## src/rtl/privguard_pkg.sv

```systemverilog
package privguard_pkg;
  // Which part of the register space an address falls in.
  typedef enum logic [1:0] {
    SEG_CFG    = 2'd0,  // configuration word, inside the fixed segment
    SEG_FIXED  = 2'd1,  // remaining fixed supervisor-only words
    SEG_ASSIGN = 2'd2   // assignable segment
  } seg_e;
endpackage

```

## src/rtl/privguard_decode.sv

```systemverilog
module privguard_decode
  import privguard_pkg::*;
#(
  parameter int ADDR_W    = 6,
  parameter int FIX_WORDS = 4
) (
  input  logic [ADDR_W-1:0] addr,
  input  logic              super_mode,
  input  logic              prot_bit,
  output seg_e              seg,
  output logic              permit
);
  localparam logic [ADDR_W-1:0] FIX_LIMIT = ADDR_W'(FIX_WORDS);

  always_comb begin
    if (addr == '0)            seg = SEG_CFG;
    else if (addr < FIX_LIMIT) seg = SEG_FIXED;
    else                       seg = SEG_ASSIGN;
  end

  // Supervisor always passes; user only into an open assignable segment.
  assign permit = super_mode || ((seg == SEG_ASSIGN) && !prot_bit);
endmodule

```

## src/rtl/privguard_cfg.sv

```systemverilog
module privguard_cfg #(
  parameter int DATA_W   = 16,
  parameter int PROT_POS = 7
) (
  input  logic              clk,
  input  logic              rst_n,
  input  logic              we,
  input  logic [DATA_W-1:0] wdata,
  output logic [DATA_W-1:0] q,
  output logic              prot_bit
);
  localparam logic [DATA_W-1:0] RESET_VAL = DATA_W'(1) << PROT_POS;

  always_ff @(posedge clk or negedge rst_n) begin
    if (!rst_n)  q <= RESET_VAL;
    else if (we) q <= wdata;
  end

  assign prot_bit = q[PROT_POS];
endmodule

```

## src/rtl/privguard_regfile.sv

```systemverilog
module privguard_regfile #(
  parameter int ADDR_W = 6,
  parameter int DATA_W = 16
) (
  input  logic              clk,
  input  logic              rst_n,
  input  logic              we,
  input  logic [ADDR_W-1:0] addr,
  input  logic [DATA_W-1:0] wdata,
  output logic [DATA_W-1:0] rdata
);
  localparam int DEPTH = 1 << ADDR_W;

  logic [DATA_W-1:0] mem [DEPTH];

  always_ff @(posedge clk or negedge rst_n) begin
    if (!rst_n) begin
      for (int i = 0; i < DEPTH; i++) mem[i] <= '0;
    end else if (we) begin
      mem[addr] <= wdata;
    end
  end

  assign rdata = mem[addr];
endmodule

```

## src/rtl/privguard_top.sv

```systemverilog
module privguard_top
  import privguard_pkg::*;
#(
  parameter int ADDR_W    = 6,
  parameter int DATA_W    = 16,
  parameter int FIX_WORDS = 4,
  parameter int PROT_POS  = 7
) (
  input  logic              clk,
  input  logic              rst_n,
  input  logic [ADDR_W-1:0] bus_addr,
  input  logic              bus_rd,
  input  logic              bus_wr,
  input  logic [DATA_W-1:0] bus_wdata,
  input  logic              bus_super,
  output logic [DATA_W-1:0] bus_rdata,
  output logic              bus_ready
);
  localparam logic [DATA_W-1:0] FIXED_DENY  = '0;
  localparam logic [DATA_W-1:0] ASSIGN_DENY = '1;

  seg_e              seg;
  logic              permit;
  logic              prot_bit;
  logic [DATA_W-1:0] cfg_q;
  logic [DATA_W-1:0] mem_q;
  logic              cfg_we;
  logic              mem_we;
  logic              rd_only;
  logic [DATA_W-1:0] rd_next;

  privguard_decode #(.ADDR_W(ADDR_W), .FIX_WORDS(FIX_WORDS)) u_decode (
    .addr(bus_addr), .super_mode(bus_super), .prot_bit(prot_bit),
    .seg(seg), .permit(permit)
  );

  assign cfg_we = bus_wr && permit && (seg == SEG_CFG);
  assign mem_we = bus_wr && permit && (seg != SEG_CFG);

  privguard_cfg #(.DATA_W(DATA_W), .PROT_POS(PROT_POS)) u_cfg (
    .clk(clk), .rst_n(rst_n), .we(cfg_we), .wdata(bus_wdata),
    .q(cfg_q), .prot_bit(prot_bit)
  );

  privguard_regfile #(.ADDR_W(ADDR_W), .DATA_W(DATA_W)) u_regs (
    .clk(clk), .rst_n(rst_n), .we(mem_we), .addr(bus_addr),
    .wdata(bus_wdata), .rdata(mem_q)
  );

  // A write strobe wins over a simultaneous read strobe.
  assign rd_only = bus_rd && !bus_wr;

  always_comb begin
    rd_next = '0;
    if (rd_only) begin
      if (permit)                 rd_next = (seg == SEG_CFG) ? cfg_q : mem_q;
      else if (seg == SEG_ASSIGN) rd_next = ASSIGN_DENY;
      else                        rd_next = FIXED_DENY;
    end
  end

  always_ff @(posedge clk or negedge rst_n) begin
    if (!rst_n) begin
      bus_ready <= 1'b0;
      bus_rdata <= '0;
    end else begin
      bus_ready <= bus_rd || bus_wr;
      bus_rdata <= rd_next;
    end
  end

  // one ready pulse per strobe cycle, nothing otherwise
  assert_ready_follows_R8: assert property (@(posedge clk) disable iff (!rst_n)
    (bus_rd || bus_wr) |=> bus_ready);
  assert_idle_quiet_R8: assert property (@(posedge clk) disable iff (!rst_n)
    !(bus_rd || bus_wr) |=> (!bus_ready && bus_rdata == '0));

  // user read of the fixed segment yields zeros
  assert_fixed_deny_R3: assert property (@(posedge clk) disable iff (!rst_n)
    (rd_only && !bus_super && bus_addr < ADDR_W'(FIX_WORDS)) |=> bus_rdata == '0);

  // user read of protected assignable segment yields ones
  assert_assign_deny_R4: assert property (@(posedge clk) disable iff (!rst_n)
    (rd_only && !bus_super && bus_addr >= ADDR_W'(FIX_WORDS) && prot_bit)
    |=> bus_rdata == '1);

  // configuration word cannot be changed from user mode
  assert_cfg_locked_R7: assert property (@(posedge clk) disable iff (!rst_n)
    (bus_wr && !bus_super && bus_addr == '0) |=> $stable(cfg_q));

  // both strobes together return zero data
  assert_dual_strobe_R9: assert property (@(posedge clk) disable iff (!rst_n)
    (bus_rd && bus_wr) |=> bus_rdata == '0);
endmodule

```

## config.mk

```make
export PLATFORM = sky130hd
export DESIGN_NAME = privguard_top
export DESIGN_NICKNAME = d
export VERILOG_FILES = /design/src/rtl/privguard_pkg.sv /design/src/rtl/privguard_decode.sv /design/src/rtl/privguard_cfg.sv /design/src/rtl/privguard_regfile.sv /design/src/rtl/privguard_top.sv
export SDC_FILE = /design/constraint.sdc
export NUM_CORES = 1
export LEC_CHECK = 0
export ABC_CLOCK_PERIOD_IN_PS = 3250
export BUFFER_PORTS_ARGS = -buffer_cell sky130_fd_sc_hd__buf_2
export CAP_MARGIN = 5
export CORE_MARGIN = 2
export CORE_UTILIZATION = 64
export DETAILED_ROUTE_END_ITERATION = 7
export GPL_TIMING_DRIVEN = 1
export MAX_ROUTING_LAYER = met4
export PLACE_DENSITY = 0.8
export SLEW_MARGIN = 20
export SYNTH_ARGS = -nofsm -noshare
export SYNTH_HDL_FRONTEND = slang
export SYNTH_HIERARCHICAL = 1
export SYNTH_SLANG_ARGS = --single-unit
```

## constraint.sdc

```tcl
create_clock -name clk -period 3.25 [get_ports clk]
set_input_delay 0.1625 -clock clk [delete_from_list [all_inputs] [get_ports clk]]
set_output_delay 0.1625 -clock clk [all_outputs]
set_load 0.05 [all_outputs]
```

==> results.py <==
metrics = {
    "worst_setup_path": {
        "cpMaxStageDelayCell": "nor4_1",
        "cp_max_fo": 2,
        "path_cells": "nand3b_1 -> a21oi_1 -> or4_1 -> nor4_1 -> nand4_1 -> nand2_1 -> a31oi_1",
        "critPathMaxStageDelay_ns": 1.08,
        "worst-endpoint-required_ns": 3.77,
        "path_class": "flop to flop",
        "startpoint_type": "flop",
        "r2r_cells": 7,
        "cp.arrival_ns": 3.46,
        "endpoint_kind": "flop",
    },
    "drt": {
        "vias": 32700,
        "drt-wirelength-per-cell_um": 31.2,
        "first_pass_iters": 7,
        "finalWirelength_mm": 145,
        "antenna_left": 0,
        "routed_via_density": 7.06,
        "drt-initial-drc-count": 3774,
        "drc": 0,
    },
    "clock_tree": {
        "clk_pin_slew_ns": 0.06,
        "clock_path_buffers": 3,
        "cts_resized": 0,
        "clock-root-buffer": "clkbuf_16",
        "clock-sinks": 1057,
        "tritoncts": "done",
        "cts.htree.levels": 3,
        "clock_latency_ns": 0.67,
        "cts_buffers": 106,
    },
    "sta": {
        "fmax_ghz": 0.340,
        "finalHoldViolations": 0,
        "setup_viol": 0,
        "setup_slack_ns": 0.309,
        "post-route-min-period_ns": 2.94,
        "slew_headroom": 0.161,
        "tns_ns": 0,
        "period_share": 0.905,
        "worst_clock_skew_ns": 0.0256,
        "tightest_slew_ns": 1.25,
        "slew_violations": 0,
        "rsz0062_at_grt": "false",
        "fin_hold_ws_ns": 0.0485,
    },
    "synth": {
        "synth-seq-area-share": 0.544,
        "yosys-top-cells-count": "mux2_2 (1068), dfrtp_1 (1056), clkbuf_1 (155)",
        "synth_fp_nets": 3567,
        "synthDistinctLibCells": 82,
        "synthTopCellsByArea": "dfrtp_1 (54%), mux2_2 (25%), mux2i_1 (2.4%)",
        "avgSynthCellArea_um2": 13.7,
        "synth_edf_count": 0,
        "synth_top_area_cell": "dfrtp_1",
        "synth_most_common_cell": "mux2_2",
        "synth_area_um2": 48700,
        "synth_seq_cells": 1057,
        "synth-async-reset-ratio": 1.00,
        "synthCells": 3540,
        "yosysWarningCount": 6,
        "synth_top_cell_area_share": 0.543,
        "yosys_most_used_dff": "dfrtp_1",
    },
    "global_routing": {
        "grt_pass1_vias": 34300,
        "grt_remaining_overflow": 0,
        "grt_max_degree": 114,
        "antenna_found_initial": 3,
        "grt_usage": 0.386,
        "grt_pass1_wl_mm": 218,
    },
    "cells_and_area": {
        "register_area_um2": 26500,
        "fillers": 4772,
        "multiInputGateArea_um2": 20500,
        "nets": 3601,
        "utilization": 0.719,
        "drive_gt1_frac": 0.456,
        "layoutNonFillerInstCount": 4636,
        "area_growth_pct": 11.7,
    },
    "hold_path": {
        "hold_path_class": "input port to flop",
        "hold_depth": 4,
    },
    "die": {
        "placementRows": 101,
        "io_pins": 44,
        "core_um2": 75600,
        "die-width_um": 280,
        "dieArea_um2": 78300,
        "die_h_um": 280,
        "start_util": 0.644,
    },
    "power_and_ir_drop": {
        "powerDensity_nw_per_um2": 604,
        "p_leak_nw": 25.4,
        "ir_drop_v": 0.000477,
    },
    "placed_design": {
        "dp_slack_ns": -0.0507,
        "io_buffers": 43,
        "dp_cells": 4441,
        "routabilityCongestion": 0.968,
        "dp_hpwl_mm": 91.4,
    },
    "outcome": {
        "outcome": "completed",
    },
    "job": {
        "drv_cap": 0,
    },
}
-- where the power goes --
part           total, W  leakage, nW  internal (W)  switching (W)
registers        0.0158         14.1        0.0149       0.000924
logic           0.00430         9.48       0.00211        0.00219
clock network    0.0127         1.82       0.00767        0.00507
-- sequential cells by signal, summed over array words and instances (netlist names) --
signal and count:
u_cfg/q 16, u_regs/mem 1024, bus_ready 1, bus_rdata 16
-- worst paths after layout --
| path | start | endpoint | slack [ns] |
|---|---|---|---|
| worst max-delay path | u_regs/mem[870] | bus_rdata[6] | 0.31 |
| worst min-delay path | bus_wr | bus_rdata[8] | 0.05 |
| worst max register to register | u_regs/mem[870] | bus_rdata[6] | 0.31 |
| worst min register to register | u_regs/mem[842] | u_regs/mem[842] | 0.50 |
| max in group asynchronous | rst_n | u_regs/mem[481] | 1.94 |
| min in group asynchronous | rst_n | u_regs/mem[211] | 0.15 |
-- area by class of cell --
class,instances,area share
diodes,4,0.000184
clock buffers,158,0.0593
clock inverters,30,0.00808
inverters,4,0.000276
multi-input cells,2123,0.377
flip-flops and latches,1057,0.487
well taps,978,0.0225
repair buffers,282,0.0459
-- logic make-up (layout without fill, tap and decap cells) --
logic type / after synthesis / after routing / synth area share
AOI/OAI and AO/OA: 517 / 517 / 0.0809
other: 0 / 4 / 0
muxes: 1243 / 1243 / 0.297
DFF: 1057 / 1057 / 0.544
and+or+nand+nor: 363 / 363 / 0.0429
buffers and inverters: 360 / 474 / 0.0362
-- per-layer routing --
layer | vias up | wire, µm | global-route usage | share of wire
li1 | 13200 | - | - | -
met1 | 17200 | 57000 | 0.508 | 0.39
met2 | 1789 | 65300 | 0.565 | 0.45
met3 | 455 | 14000 | 0.0917 | 0.097
met4 | 0 | 8320 | 0.195 | 0.058
met5 | - | 0 | - | 0
-- timing repair --
action / CTS / global route
hold buffers: 3 / 0
hold endpoints to repair: 58 / 0
setup buffers: 0 / 0
-- stage by stage --
| stage | power (W) | area (µm²) |
|---|---|---|
| floorplan | 0.0185 | 48700 |
| global placement | 0.0198 | 50600 |
| detailed placement | 0.0202 | 50600 |
| CTS | 0.0329 | 54300 |
| global route | 0.0339 | 54300 |
| finish | 0.0328 | 54400 |
-- critical path, delay by kind of cell, from the launching register on --
family / cells / cell delay [ns]
flip-flops: 1 / 0.38
AND/OR/NAND/NOR: 5 / 2.17
AO/OA/AOI/OAI: 2 / 0.24
-- cells in the final DEF, fill, tap and decap left out, types with 16 or more instances in the layout --
master and n:
o21ai_0 20, o211ai_1 24, dfrtp_1 1056, a22oi_1 105
a21oi_1 67, nor2_1 24, mux2_2 1068, a31oi_1 20
mux2i_1 116, nand3b_1 32, nor2_2 34, nand2_1 99
clkbuf_1 19, buf_12 34, a221oi_1 109, nor3_1 16
buf_4 209, clkbuf_8 30, o221ai_1 19, clkbuf_16 110
buf_2 32, clkinv_2 17, nand3_1 18, mux4_2 48
o22ai_1 35, and3_1 20
No activity file was read; power rests on OpenSTA's default activity.
